File: config.mk
export PLATFORM = sky130hd
export DESIGN_NAME = sysref_chan_gen
export DESIGN_NICKNAME = d
export VERILOG_FILES = /design/src/rtl/sysref_pkg.sv /design/src/rtl/sysref_sync_edge.sv /design/src/rtl/sysref_chan_div.sv /design/src/rtl/sysref_cfg_calc.sv /design/src/rtl/sysref_burst_ctl.sv /design/src/rtl/sysref_chan_gen.sv
export SDC_FILE = /design/constraint.sdc
export NUM_CORES = 1
export LEC_CHECK = 0
export BUFFER_PORTS_ARGS = -buffer_cell sky130_fd_sc_hd__buf_2
export CAP_MARGIN = 10
export CORE_ASPECT_RATIO = 1.5
export CORE_UTILIZATION = 30
export CTS_CLUSTER_DIAMETER = 50
export CTS_CLUSTER_SIZE = 12
export DETAILED_ROUTE_END_ITERATION = 10
export PLACE_DENSITY = 0.46
export SYNTH_ARGS = -nofsm -noshare
export SYNTH_HDL_FRONTEND = slang
export SYNTH_HIERARCHICAL = 1
export SYNTH_SLANG_ARGS = --single-unit
File: constraint.sdc
create_clock -name clk -period 36.8 [get_ports clk]
set_input_delay 5.52 -clock clk [delete_from_list [all_inputs] [get_ports clk]]
set_output_delay 5.52 -clock clk [all_outputs]
set_load 0.1 [all_outputs]
File: src/rtl/sysref_pkg.sv
`timescale 1ns/1ps
package sysref_pkg;
    localparam int CH_DIV_W  = 8;
    localparam int TMR_DIV_W = 10;
    localparam int PCNT_W    = 4;
    localparam int LEN_W     = TMR_DIV_W + PCNT_W + 1;
    localparam int SYNC_STAGES = 2;

    typedef enum logic {
        MODE_CLK    = 1'b0,
        MODE_SYSREF = 1'b1
    } chan_mode_e;

    typedef enum logic {
        BS_IDLE = 1'b0,
        BS_RUN  = 1'b1
    } burst_st_e;
endpackage

File: src/rtl/sysref_sync_edge.sv
`timescale 1ns/1ps
module sysref_sync_edge #(
    parameter int STAGES = 2
) (
    input  logic clk,
    input  logic rst,
    input  logic din,
    output logic lvl,
    output logic rise
);
    logic [STAGES-1:0] chain;
    logic              lvl_d;

    always_ff @(posedge clk) begin
        if (rst) begin
            chain <= '0;
            lvl_d <= 1'b0;
        end else begin
            chain <= {chain[STAGES-2:0], din};
            lvl_d <= chain[STAGES-1];
        end
    end

    assign lvl  = chain[STAGES-1];
    assign rise = chain[STAGES-1] & ~lvl_d;
endmodule

File: src/rtl/sysref_chan_div.sv
`timescale 1ns/1ps
module sysref_chan_div #(
    parameter int DW = 8
) (
    input  logic          clk,
    input  logic          rst,
    input  logic          restart,
    input  logic [DW-1:0] div,
    output logic          hi,
    output logic          wrap
);
    logic [DW-1:0] ph;
    logic [DW-1:0] hi_cnt;
    logic          valid;

    assign valid  = (div >= DW'(2));
    assign hi_cnt = div - (div >> 1);
    assign wrap   = valid && (ph >= div - DW'(1));
    assign hi     = valid && (ph < hi_cnt);

    always_ff @(posedge clk) begin
        if (rst || restart || !valid) ph <= '0;
        else if (wrap)                ph <= '0;
        else                          ph <= ph + DW'(1);
    end
endmodule

File: src/rtl/sysref_cfg_calc.sv
`timescale 1ns/1ps
module sysref_cfg_calc #(
    parameter int DW = 8,
    parameter int TW = 10,
    parameter int MW = 4,
    localparam int LW = TW + MW + 1
) (
    input  logic [DW-1:0] ch_div,
    input  logic [TW-1:0] tmr_div,
    input  logic [MW-1:0] pulse_m,
    input  logic          multislip,
    output logic          err,
    output logic [LW-1:0] len
);
    logic [TW-1:0] d_ext;
    logic [TW-1:0] ratio;
    logic [TW-1:0] rem;
    logic [LW-1:0] prod;

    assign d_ext = TW'(ch_div);

    always_comb begin
        if (d_ext == '0) begin
            ratio = '0;
            rem   = '0;
        end else begin
            ratio = tmr_div / d_ext;
            rem   = tmr_div % d_ext;
        end
        prod = LW'(ratio) * (LW'(pulse_m) + LW'(1));
        len  = multislip ? prod : prod - LW'(1);
        err  = (tmr_div == '0) || (ch_div < DW'(2)) || (rem != '0);
    end
endmodule

File: src/rtl/sysref_burst_ctl.sv
`timescale 1ns/1ps
module sysref_burst_ctl
    import sysref_pkg::*;
#(
    parameter int LW = 15
) (
    input  logic          clk,
    input  logic          rst,
    input  logic          clear,
    input  logic          enable,
    input  logic          level,
    input  logic          wrap,
    input  logic          trig,
    input  logic          lvl_on,
    input  logic [LW-1:0] len,
    output logic          gate,
    output logic          busy,
    output logic          in_burst,
    output logic [LW-1:0] left
);
    burst_st_e st;

    always_ff @(posedge clk) begin
        if (rst || clear) begin
            st   <= BS_IDLE;
            gate <= 1'b0;
            left <= '0;
        end else if (!enable) begin
            st <= BS_IDLE;
            if (wrap) gate <= 1'b0;
        end else if (level) begin
            st <= BS_IDLE;
            if (wrap) gate <= lvl_on;
        end else begin
            unique case (st)
                BS_IDLE: begin
                    if (wrap) gate <= 1'b0;
                    if (trig) begin
                        st   <= BS_RUN;
                        left <= len;
                    end
                end
                BS_RUN: begin
                    if (wrap) begin
                        if (left != '0) begin
                            gate <= 1'b1;
                            left <= left - LW'(1);
                        end else begin
                            gate <= 1'b0;
                            st   <= BS_IDLE;
                        end
                    end
                end
                default: st <= BS_IDLE;
            endcase
        end
    end

    assign in_burst = (st == BS_RUN);
    assign busy     = in_burst | gate;
endmodule

File: src/rtl/sysref_chan_gen.sv
`timescale 1ns/1ps
module sysref_chan_gen
    import sysref_pkg::*;
#(
    parameter int CH_DIV_W  = sysref_pkg::CH_DIV_W,
    parameter int TMR_DIV_W = sysref_pkg::TMR_DIV_W,
    parameter int PCNT_W    = sysref_pkg::PCNT_W,
    localparam int LW       = TMR_DIV_W + PCNT_W + 1
) (
    input  logic                 clk,
    input  logic                 rst,
    input  logic                 sync_in,
    input  logic                 pulse_req,
    input  logic                 cfg_mode,
    input  logic [CH_DIV_W-1:0]  cfg_ch_div,
    input  logic [TMR_DIV_W-1:0] cfg_tmr_div,
    input  logic                 cfg_tmr_en,
    input  logic [PCNT_W-1:0]    cfg_pulse_m,
    input  logic                 cfg_multislip,
    input  logic                 cfg_level,
    output logic                 ch_out,
    output logic                 busy,
    output logic                 cfg_err
);
    chan_mode_e    mode_q;
    chan_mode_e    mode_in;
    logic          clr;
    logic          div_hi;
    logic          wrap;
    logic          gate;
    logic          in_burst;
    logic [LW-1:0] left_cnt;
    logic [LW-1:0] burst_len;
    logic [1:0]    raw_in;
    logic [1:0]    in_lvl;
    logic [1:0]    in_rise;
    logic          trig;
    logic          lvl_on;
    logic          enable;

    assign mode_in = chan_mode_e'(cfg_mode);
    assign clr     = (mode_in != mode_q);

    always_ff @(posedge clk) begin
        if (rst) mode_q <= MODE_CLK;
        else     mode_q <= mode_in;
    end

    assign raw_in = {pulse_req, sync_in};

    for (genvar g = 0; g < 2; g++) begin : g_req
        sysref_sync_edge #(.STAGES(SYNC_STAGES)) u_sync (
            .clk  (clk),
            .rst  (rst),
            .din  (raw_in[g]),
            .lvl  (in_lvl[g]),
            .rise (in_rise[g])
        );
    end

    assign trig   = |in_rise;
    assign lvl_on = |in_lvl;

    sysref_chan_div #(.DW(CH_DIV_W)) u_div (
        .clk     (clk),
        .rst     (rst),
        .restart (clr),
        .div     (cfg_ch_div),
        .hi      (div_hi),
        .wrap    (wrap)
    );

    sysref_cfg_calc #(.DW(CH_DIV_W), .TW(TMR_DIV_W), .MW(PCNT_W)) u_cfg (
        .ch_div    (cfg_ch_div),
        .tmr_div   (cfg_tmr_div),
        .pulse_m   (cfg_pulse_m),
        .multislip (cfg_multislip),
        .err       (cfg_err),
        .len       (burst_len)
    );

    assign enable = (mode_in == MODE_SYSREF) && cfg_tmr_en && !cfg_err;

    sysref_burst_ctl #(.LW(LW)) u_ctl (
        .clk      (clk),
        .rst      (rst),
        .clear    (clr),
        .enable   (enable),
        .level    (cfg_level),
        .wrap     (wrap),
        .trig     (trig),
        .lvl_on   (lvl_on),
        .len      (burst_len),
        .gate     (gate),
        .busy     (busy),
        .in_burst (in_burst),
        .left     (left_cnt)
    );

    assign ch_out = div_hi && ((mode_in == MODE_CLK) || gate);
endmodule

Word level (Yosys, flattened, before mapping)

Cells that the tools add are included.

Flip-flop bits (word level): 32
Latch bits: 0
Memory bits (writable): 0
ROM bits: 0
Bits of input ports: 30
Output and inout port bits: 3
Logic and storage cells: 76
Memories: 0

Add/sub/neg operators: 6
Multiply operators: 1
Divide/modulo/power cells: 2
$lt $le $gt $ge: 4
Equal/unequal tests: 6
Shift operators: 0
Muxes and demuxes: 17
Bitwise operators: 9
Reductions and logical operators: 22

Operators with widths:

| operator                | number |
|---|---|
| $mux W15                | 4 |
| $pmux W15 S2            | 1 |
| $sub A15 B1 Y15 const B | 2 |
| $logic_not A10 Y1       | 2 |
| $mux W10                | 2 |
| $mul A10 B15 Y15        | 1 |
| $reduce_bool A15 Y1     | 1 |
| $div A10 B8 Y10         | 1 |
| $mod A10 B8 Y10         | 1 |
| $reduce_bool A10 Y1     | 1 |
| $add A8 B1 Y8 const B   | 1 |
| $ge A8 B2 Y1 const B    | 1 |
| $ge A8 B8 Y1            | 1 |
| $lt A8 B2 Y1 const B    | 1 |
| $lt A8 B8 Y1            | 1 |
| $mux W1                 | 8 |
| $sub A8 B1 Y8 const B   | 1 |
| $sub A8 B7 Y8           | 1 |
| $ne A3 B3 Y1 const B    | 2 |
| $not A1 Y1              | 6 |
| $reduce_or A2 Y1        | 3 |
| $add A4 B1 Y5 const B   | 1 |
| $logic_and A1 B1 Y1     | 5 |
| $logic_or A1 B1 Y1      | 5 |
| 10 further kinds        | 14 |

Longest topological paths before layout

Gate-level depths: netlist (run 1).

Depth in word-level cells: 8
Gate-level depth with buffers: 90
Mapped depth without buffers: 86

Modules after synthesis

Netlist (run 1), hierarchy kept.

Modules (own cells, without submodules):

| module           | instances | cells each | area an instance (um2) | sequential area each (um2) |
|---|---|---|---|---|
| sysref_cfg_calc  | 1         | 626        | 4560.6                 | 0.0 |
| sysref_chan_div  | 1         | 153        | 1378.8                 | 160.2 |
| sysref_burst_ctl | 1         | 150        | 1242.4                 | 340.3 |
| sysref_sync_edge | 2         | 7          | 87.6                   | 60.1 |
| sysref_chan_gen  | 1         | 9          | 66.3                   | 20.0 |

Worst setup path after synthesis (run 1)

No wires, ideal clock.

Path type: in2out
From: input cfg_ch_div[5]
To: output cfg_err
Arrival: 20.428 ns
Required time: 31.280 ns
Slack: 10.852 ns
Stages: 68
Buffers on the path: 4
Cells stage by stage: nor4_1 -> nand2_1 -> nor2_1 -> a21oi_1 -> a21oi_1 -> ha_1 -> or3_1 -> a311oi_1 -> a211oi_1 -> ha_1 -> o211ai_1 -> a211o_1 -> buf_6 -> o221a_2 -> or2_2 -> ha_1 -> a21o_1 -> o21ai_0 -> (+32 left out) -> a211oi_1 -> a21oi_1 -> a211oi_1 -> nand2_1 -> nand2_1 -> a21boi_0 -> inv_1 -> fa_1 -> nand2b_1 -> a21oi_1 -> nor2_1 -> o21ai_0 -> a21oi_1 -> xnor2_1 -> or4_1 -> a21oi_1 -> o221ai_1 -> a2111o_1

Longest elaborated chain between the ends: 4
Elaborated cells between the ends (all ways): 7
Those cells by class: 1 x div; 1 x order compare; 1 x mux; 4 x reduce/logical

Ends and longest elaborated chain:

| item                                                        | line                                         | source |
|---|---|---|
| start: declaration                                          | sysref_chan_gen.sv:15                        | `input logic [CH_DIV_W-1:0] cfg_ch_div,` |
| $mod A10 B8 Y10 / $logic_not A10 Y1 (equally long branches) | sysref_cfg_calc.sv:28, sysref_cfg_calc.sv:23 |  |
| $mux W10                                                    | sysref_cfg_calc.sv:23                        | `if (d_ext == '0) begin` |
| $reduce_bool A10 Y1                                         | sysref_cfg_calc.sv:32                        | `err = (tmr_div == '0) \|\| (ch_div < DW'(2)) \|\| (rem != '0);` |
| $logic_or A1 B1 Y1 (*)                                      | sysref_cfg_calc.sv:32                        |  |
| end: declaration                                            | sysref_chan_gen.sv:23                        | `output logic cfg_err` |

Every way passes the cells marked *; elsewhere a longest branch is shown, timed or not.

Worst setup path after layout (run 1)

Ends and elaborated chain as after synthesis.

==> impl_metrics.prom, run 1 <==
# TYPE chip_impl_metric gauge
chip_impl_info{name="result_of_the_run",value="complete, no violations"} 1
chip_impl_metric{name="start_util",unit="%"} 30.5
chip_impl_metric{name="final_worst_setup_slack",unit="ns"} 8.36
chip_impl_metric{name="finalWeightedCongestion",unit=""} 0.881
chip_impl_info{name="path_class_of_the_lowest_slack_min_delay_path",value="reg2reg"} 1
chip_impl_info{name="endpoint_kind",value="output port"} 1
chip_impl_metric{name="detail_route.iter0.violations",unit=""} 233
chip_impl_metric{name="critical_path.max_stage_delay",unit="ns"} 0.75
chip_impl_metric{name="synth.yosys.warnings",unit=""} 6
chip_impl_metric{name="ys_types",unit=""} 93
chip_impl_metric{name="vias",unit=""} 6852
chip_impl_metric{name="detail_route.first_pass.iterations",unit=""} 4
chip_impl_metric{name="required",unit="ns"} 31.28
chip_impl_info{name="most_frequent_cells_in_the_layout",value="ha_1, inv_1, nor2_1"} 1
chip_impl_metric{name="worstMarginPinSlew",unit="ns"} 1.02
chip_impl_metric{name="fin_cells",unit=""} 1285
chip_impl_metric{name="clock_sinks",unit=""} 32
chip_impl_info{name="critical_path.reg2reg.startpoint",value="u_div/ph[5]"} 1
chip_impl_metric{name="fp.dieArea",unit="sq um"} 25400
chip_impl_metric{name="power.share.switching",unit="%"} 52.0
chip_impl_metric{name="die_h",unit="um"} 195
chip_impl_metric{name="power.leakage",unit="nW"} 3.68
chip_impl_metric{name="finalHoldViolations",unit=""} 0
chip_impl_metric{name="reg2reg_slack",unit="ns"} 33.53
chip_impl_metric{name="power.density",unit="nW/um^2"} 54.3
chip_impl_metric{name="io_pins",unit=""} 33
chip_impl_metric{name="grt_start_max_net_pins",unit=""} 26
chip_impl_metric{name="synth-seq-cells",unit=""} 32
chip_impl_metric{name="synth_edf_count",unit=""} 0
chip_impl_metric{name="htree_levels",unit=""} 2
chip_impl_metric{name="timing.final.crit_period",unit="ns"} 28.44
chip_impl_metric{name="wl",unit="mm"} 21.3
chip_impl_metric{name="ant_nets",unit=""} 0
chip_impl_metric{name="final_layout_size_suffix_gt1_share",unit="%"} 9.68
chip_impl_metric{name="number_of_antenna_violations_at_the_first_check_in_global_routing",unit=""} 0
chip_impl_metric{name="layout.nets",unit=""} 1130
chip_impl_metric{name="power.internal",unit="uW"} 209
chip_impl_metric{name="hold-worst-slack",unit="ns"} 0.438
chip_impl_metric{name="antenna_cells_inserted",unit=""} 0
chip_impl_metric{name="final.period_utilization",unit="%"} 77.3
chip_impl_info{name="synth-main-ff-cell",value="dfxtp_1"} 1
chip_impl_info{name="mostFrequentLayoutCell",value="ha_1"} 1
chip_impl_metric{name="design.core.area",unit="sq um"} 24300
chip_impl_metric{name="cts_resized",unit=""} 0
chip_impl_metric{name="seq_power_share",unit="%"} 8.2
chip_impl_metric{name="synth_area_per_cell",unit="sq um"} 7.80
chip_impl_info{name="timing.critical_path.slowest_stage_cell",value="nor2_1"} 1
chip_impl_info{name="min-delay-start",value="g_req[1].u_sync/chain[0]"} 1
chip_impl_info{name="worst_path_dominant_cell_family",value="compound AO/OA/AOI/OAI gates"} 1
chip_impl_metric{name="seq_area_frac_synth",unit="%"} 8.63
chip_impl_metric{name="fillCellCount",unit=""} 2736
chip_impl_metric{name="core.rowCount",unit=""} 70
chip_impl_metric{name="detailedPlace.worstSlack",unit="ns"} 8.50
chip_impl_metric{name="postCtsSetupRepairBufs",unit=""} 0
chip_impl_metric{name="quantity_of_i_o_buffers_inserted_on_ports",unit=""} 32
chip_impl_metric{name="place_hpwl",unit="mm"} 17.6
chip_impl_metric{name="die_width",unit="um"} 130
chip_impl_metric{name="cts.clk_slew.worst_paths",unit="ns"} 0.05
chip_impl_metric{name="multiInputGateArea",unit="sq um"} 6290
chip_impl_metric{name="critPathArrivalTime",unit="ns"} 22.92
chip_impl_metric{name="max_freq",unit="MHz"} 35.2
chip_impl_info{name="cp_startpoint",value="cfg_ch_div[5]"} 1
chip_impl_metric{name="syn-instance-count",unit=""} 952
chip_impl_metric{name="normalized_max_slew_margin",unit="%"} 31.8
chip_impl_metric{name="register_area",unit="sq um"} 641
chip_impl_metric{name="globalRouteOverflowTotal",unit=""} 0
chip_impl_metric{name="ffs_w_async_s_r_synth",unit="%"} 0
chip_impl_metric{name="fin_worst_skew",unit="ns"} 0.00201
chip_impl_metric{name="worstPathBufferInverterCount",unit=""} 4
chip_impl_info{name="setup_repair_after_global_routing_missed_its_margin",value="no"} 1
chip_impl_metric{name="postCtsHoldBufs",unit=""} 0
chip_impl_metric{name="syn_area",unit="sq um"} 7420
chip_impl_metric{name="synth_nets",unit=""} 1122
chip_impl_metric{name="groute.usage.overall",unit="%"} 17.2
chip_impl_metric{name="max_slew_vio_count",unit=""} 0
chip_impl_metric{name="cap_viol_max_count",unit=""} 0
chip_impl_info{name="criticalPathCategory",value="in2out"} 1
chip_impl_metric{name="setup_viol",unit=""} 0
chip_impl_info{name="cp-start-kind",value="primary input"} 1
chip_impl_metric{name="clk_path_buf_depth",unit=""} 2
chip_impl_metric{name="grt_first_pass_wirelength",unit="mm"} 34.8
chip_impl_metric{name="clockPowerShare",unit="%"} 11.1
chip_impl_info{name="cts_tree",value="done"} 1
chip_impl_info{name="clock-root-buffer",value="clkbuf_16"} 1
chip_impl_metric{name="comb_power_share",unit="%"} 80.7
chip_impl_metric{name="totalNegativeSetupSlack",unit="ns"} 0
chip_impl_metric{name="cp_max_fo",unit=""} 14
chip_impl_metric{name="switching_power",unit="uW"} 226
chip_impl_metric{name="clk_latency",unit="ns"} 0.28
chip_impl_metric{name="post-place-cells",unit=""} 1277
chip_impl_metric{name="area.growth.synth_to_final",unit="%"} 7.90
chip_impl_metric{name="vdd_ir_drop_max",unit="mV"} 0.0776
chip_impl_metric{name="wl_per_cell",unit="um"} 16.6
chip_impl_metric{name="drcViolationCount",unit=""} 0
chip_impl_metric{name="tritoncts.num_buffers",unit=""} 5
chip_impl_metric{name="grt_pass1_vias",unit=""} 7092
chip_impl_metric{name="post_drt_via_cell_ratio",unit=""} 5.33
## synth_stat cells, types with 4 or more instances
cell type | number | area [sq um]
o211a_1 | 4 | 40.0
or3_1 | 14 | 87.6
fa_1 | 26 | 521
a31oi_1 | 5 | 31.3
mux2i_1 | 7 | 70.1
nor2_1 | 68 | 255
a2111oi_2 | 8 | 120
xnor2_1 | 32 | 280
nor3b_1 | 5 | 37.5
nor2b_1 | 21 | 131
nand2b_1 | 12 | 75.1
a211oi_1 | 11 | 82.6
nand3_1 | 19 | 95.1
mux2_2 | 6 | 67.6
o211ai_1 | 17 | 128
o31ai_1 | 14 | 105
nor4_1 | 11 | 68.8
inv_1 | 87 | 327
dfxtp_1 | 32 | 641
nor3_1 | 38 | 190
a21boi_0 | 5 | 37.5
or4_1 | 6 | 45.0
xor2_1 | 30 | 263
clkbuf_1 | 25 | 93.8
o21ai_1 | 5 | 25.0
nand4_1 | 7 | 43.8
o311ai_1 | 5 | 43.8
o21a_1 | 21 | 158
a21oi_1 | 51 | 255
and3_1 | 9 | 56.3
o21ai_0 | 34 | 170
or2_2 | 7 | 43.8
and2_1 | 13 | 81.3
nand2_1 | 66 | 248
a21o_1 | 23 | 173
ha_1 | 114 | 1430
o221ai_1 | 5 | 43.8
## area by class of cell
| cell class | count | share of cell area [%] |
|---|---|---|
| Inverter | 88 | 4.12 |
| Clock buffer | 6 | 1.61 |
| Sequential cell | 32 | 8.00 |
| Clock inverter | 2 | 0.437 |
| Timing Repair Buffer | 35 | 2.28 |
| Multi-Input combinational cell | 798 | 78.5 |
| Tap cell | 324 | 5.06 |
## cells by family after synthesis
group	share of synthesized area, %
buffers and inverters	6.74
xor gates and xnor gates	7.32
muxes	2.01
AOI/OAI and AO/OA	26.4
DFF	8.63
adders and majority gates	26.2
and+or+nand+nor	22.7
## power by group through the flow
| stage | Combinational (mW) | Sequential [mW] | Clock, mW |
|---|---|---|---|
| after detailed placement | 0.352 | 0.0365 | 0 |
| after global routing | 0.396 | 0.0359 | 0.0508 |
| after global placement | 0.353 | 0.0366 | 0 |
| after CTS | 0.354 | 0.0358 | 0.0497 |
| after floorplan | 0.280 | 0.0364 | 0 |
| final | 0.351 | 0.0358 | 0.0484 |
## state kept, by name, indices dropped and copies added, names as in the netlist
| signal | count |
|---|---|
| g_req.u_sync/lvl_d | 2 |
| u_ctl/left | 15 |
| u_ctl/in_burst | 1 |
| u_div/ph | 8 |
| g_req.u_sync/chain | 4 |
| u_ctl/gate | 1 |
| mode_q | 1 |
## per-layer routing
metal	share of wire, %	global-route usage, %	routed length (um)
met5	0	0	0
met4	3.4	6.90	718
met3	2.6	1.24	552
met2	53	32.7	11300
met1	41	19.3	8720
## path summary, 6_finish.rpt
check | end | depth (start not counted)
hold reg to reg | g_req[1].u_sync/chain[1] | 1
setup reg to reg | u_ctl/left[0] | 9
hold / removal | g_req[1].u_sync/chain[1] | 1
setup / recovery | cfg_err | 68
## per-stage QoR
stage               total power, mW  area, sq um  util, %
floorplan                     0.316         7420        -
finish                        0.435         8010     32.9
detailed placement            0.388         7850     32.2
global route                  0.482         8010     32.9
global placement              0.389         7850     32.2
CTS                           0.439         8010     32.9
## worst reg2reg max path, stage by stage, from the launching register on
cell	delay, ns
dfxtp_1	0.36
ha_1	0.30
and3_1	0.53
nand2_1	0.09
or3_1	0.31
a21oi_1	0.40
mux2_1	0.23
and2_1	0.37
nand2_4	0.20
o311a_1	0.37
No activity file was read; power rests on OpenSTA's default activity.
==> run 2, diff against run 1 <==
--- a/config.mk
+++ b/config.mk
@@ -12,7 +12,7 @@
 export CTS_CLUSTER_DIAMETER = 50
 export CTS_CLUSTER_SIZE = 12
 export DETAILED_ROUTE_END_ITERATION = 10
-export PLACE_DENSITY = 0.46
+export PLACE_DENSITY = 0.47
 export SYNTH_ARGS = -nofsm -noshare
 export SYNTH_HDL_FRONTEND = slang
 export SYNTH_HIERARCHICAL = 1
==> constraint.sdc (replaced) <==
create_clock -name clk -period 25.9 [get_ports clk]
set_input_delay 3.885 -clock clk [delete_from_list [all_inputs] [get_ports clk]]
set_output_delay 3.885 -clock clk [all_outputs]
set_load 0.1 [all_outputs]
==> run 2 against run 1 <==
Clock skew up 0.0017 ns. Sequential cell count stayed put. Wire length grew 1.9%. Design area increased by 0.22%. Hold slack lost 0.0031 ns. First-iteration DRC count decreased by 6.4%. Register-to-register slack worse by 11 ns. Largest cell class unchanged. Critical path type unchanged. Die area did not move. Largest power group unchanged.
==> impl_metrics.prom, run 2 (synthesis gave the netlist of run 1 again) <==
# TYPE chip_impl_metric gauge
chip_impl_info{name="criticalPathCategory",value="in2out"} 1
chip_impl_metric{name="tritoncts.num_buffers",unit=""} 5
chip_impl_metric{name="clk_path_buf_depth",unit=""} 2
chip_impl_metric{name="detailedPlace.worstSlack",unit="ns"} 0.907
chip_impl_metric{name="finalWeightedCongestion",unit=""} 0.890
chip_impl_metric{name="final_worst_setup_slack",unit="ns"} 1.23
chip_impl_info{name="clock-root-buffer",value="clkbuf_16"} 1
chip_impl_info{name="largest_registers",value="u_ctl/left x15, u_div/ph x8, g_req.u_sync/chain x4"} 1
chip_impl_metric{name="required",unit="ns"} 22.01
chip_impl_info{name="timing.critical_path.slowest_stage_cell",value="o31ai_1"} 1
chip_impl_metric{name="start_util",unit="%"} 30.5
chip_impl_metric{name="number_of_antenna_violations_at_the_first_check_in_global_routing",unit=""} 0
chip_impl_metric{name="io_pins",unit=""} 33
chip_impl_metric{name="detail_route.iter0.violations",unit=""} 218
chip_impl_metric{name="rr_worst_depth",unit=""} 9
chip_impl_metric{name="grt_start_max_net_pins",unit=""} 27
chip_impl_metric{name="critical_path.max_stage_delay",unit="ns"} 0.52
chip_impl_metric{name="grt_pass1_vias",unit=""} 6996
chip_impl_metric{name="design.core.area",unit="sq um"} 24300
chip_impl_metric{name="worstMarginPinSlew",unit="ns"} 1.02
chip_impl_info{name="setup_repair_after_global_routing_missed_its_margin",value="no"} 1
chip_impl_metric{name="fin_cells",unit=""} 1285
chip_impl_metric{name="cap_viol_max_count",unit=""} 0
chip_impl_metric{name="groute.usage.overall",unit="%"} 17.3
chip_impl_metric{name="setup_viol",unit=""} 0
chip_impl_info{name="critical_path.most_common_cell",value="ha_1"} 1
chip_impl_metric{name="quantity_of_i_o_buffers_inserted_on_ports",unit=""} 32
chip_impl_metric{name="cp_max_fo",unit=""} 14
chip_impl_metric{name="ant_nets",unit=""} 0
chip_impl_metric{name="number_of_cells_on_the_critical_path",unit=""} 68
chip_impl_info{name="mostFrequentLayoutCell",value="ha_1"} 1
chip_impl_metric{name="reg2reg_slack",unit="ns"} 22.61
chip_impl_info{name="cts_tree",value="done"} 1
chip_impl_metric{name="wl_per_cell",unit="um"} 16.9
chip_impl_metric{name="cts.clk_slew.worst_paths",unit="ns"} 0.06
chip_impl_metric{name="detail_route.first_pass.iterations",unit=""} 4
chip_impl_metric{name="clk_latency",unit="ns"} 0.28
chip_impl_info{name="most_frequent_cells_in_the_layout",value="ha_1, inv_1, nor2_1"} 1
chip_impl_metric{name="htree_levels",unit=""} 2
chip_impl_metric{name="clock_sinks",unit=""} 32
chip_impl_metric{name="drcViolationCount",unit=""} 0
chip_impl_metric{name="antenna_cells_inserted",unit=""} 0
chip_impl_metric{name="globalRouteOverflowTotal",unit=""} 0
chip_impl_metric{name="layout.nets",unit=""} 1130
chip_impl_metric{name="fin_worst_skew",unit="ns"} 0.00367
chip_impl_metric{name="hold-worst-slack",unit="ns"} 0.435
chip_impl_metric{name="die_h",unit="um"} 195
chip_impl_info{name="worst_setup_path_endpoint",value="cfg_err"} 1
chip_impl_metric{name="vdd_ir_drop_max",unit="mV"} 0.0889
chip_impl_info{name="path_class_of_the_lowest_slack_min_delay_path",value="reg2reg"} 1
chip_impl_info{name="cp-start-kind",value="primary input"} 1
chip_impl_metric{name="final.period_utilization",unit="%"} 95.3
chip_impl_metric{name="normalized_max_slew_margin",unit="%"} 31.8
chip_impl_metric{name="power.density",unit="nW/um^2"} 78.1
chip_impl_metric{name="post-place-cells",unit=""} 1277
chip_impl_metric{name="power.leakage",unit="nW"} 3.69
chip_impl_info{name="endpoint_kind",value="output port"} 1
chip_impl_metric{name="post-route-util",unit="%"} 33.0
chip_impl_metric{name="fp.dieArea",unit="sq um"} 25400
chip_impl_info{name="cp_startpoint",value="cfg_ch_div[5]"} 1
chip_impl_metric{name="vias",unit=""} 6858
chip_impl_metric{name="core.rowCount",unit=""} 70
chip_impl_metric{name="max_slew_vio_count",unit=""} 0
chip_impl_metric{name="post_drt_via_cell_ratio",unit=""} 5.34
chip_impl_metric{name="wl",unit="mm"} 21.7
chip_impl_metric{name="largest_register_ff_count",unit=""} 15
chip_impl_info{name="regToRegEndpoint",value="u_ctl/left[0]"} 1
chip_impl_metric{name="critPathArrivalTime",unit="ns"} 20.79
chip_impl_metric{name="max_freq",unit="MHz"} 40.5
chip_impl_metric{name="area.growth.synth_to_final",unit="%"} 8.14
chip_impl_metric{name="timing.final.crit_period",unit="ns"} 24.67
chip_impl_metric{name="postCtsHoldBufs",unit=""} 0
chip_impl_metric{name="final_layout_size_suffix_gt1_share",unit="%"} 9.99
chip_impl_metric{name="grt_first_pass_wirelength",unit="mm"} 35.0
chip_impl_metric{name="die_width",unit="um"} 130
chip_impl_metric{name="whs_path_depth",unit=""} 1
chip_impl_metric{name="worstPathBufferInverterCount",unit=""} 5
chip_impl_metric{name="totalNegativeSetupSlack",unit="ns"} 0
chip_impl_info{name="min-delay-start",value="g_req[0].u_sync/chain[0]"} 1
chip_impl_info{name="critical_path.reg2reg.startpoint",value="u_div/ph[6]"} 1
chip_impl_metric{name="place_hpwl",unit="mm"} 17.9
chip_impl_info{name="max_flop_register",value="u_ctl/left"} 1
chip_impl_info{name="result_of_the_run",value="complete, no violations"} 1
chip_impl_metric{name="finalHoldViolations",unit=""} 0
chip_impl_info{name="worst_path_dominant_cell_family",value="compound AO/OA/AOI/OAI gates"} 1
run 2: layout make-up:
type / count / area [sq um]
multi-input combinational: 798 / 6300
fill: 2715 / 16300
inverter: 88 / 330
sequential: 32 / 641
clock inverter: 3 / 42.5
tap: 324 / 405
timing repair buffer: 35 / 183
clock buffer: 5 / 125
run 2: stage by stage:
step	power, mW	instance area [sq um]
3_3_place_gp	0.558	7850
2_1_floorplan	0.449	7420
6_report	0.627	8030
5_1_grt	0.684	8030
3_5_place_dp	0.557	7850
4_1_cts	0.629	8010
run 2: worst min path at each step:
stage / to / slack [ns]
finish: g_req[0].u_sync/chain[1] / 0.44
global route: g_req[0].u_sync/chain[1] / 0.46
CTS: g_req[0].u_sync/chain[1] / 0.44
detailed placement: g_req[0].u_sync/chain[1] / 0.43
global placement: g_req[1].u_sync/chain[1] / 0.42
floorplan: g_req[0].u_sync/chain[1] / 0.41
run 2: metal layers:
| layer | vias to the layer above | track usage, % | share of wire, % |
|---|---|---|---|
| li1 | 3474 | - | - |
| met1 | 3253 | 19.2 | 41 |
| met2 | 97 | 33.8 | 54 |
| met3 | 34 | 0.963 | 2.3 |
| met4 | 0 | 6.05 | 3.0 |
| met5 | - | 0 | 0 |
run 2: worst reg2reg max path: cells and delay by family, from the launching register on:
family,cells,cell delay [ns]
fa+ha+maj,1,0.32
mux,1,0.23
flops,1,0.35
simple gates,5,1.50
compound gates,2,0.77
run 2: power by group:
| group | switching (mW) | leakage (nW) | internal (mW) |
|---|---|---|---|
| clock network | 0.0233 | 0.0798 | 0.0452 |
| registers | 0.000980 | 0.259 | 0.0501 |
| logic | 0.305 | 3.35 | 0.202 |
run 2: what timing repair did:
action	in CTS	in global routing
resized for setup	0	3
setup buffers	0	0
endpoints found under the setup margin	0	2
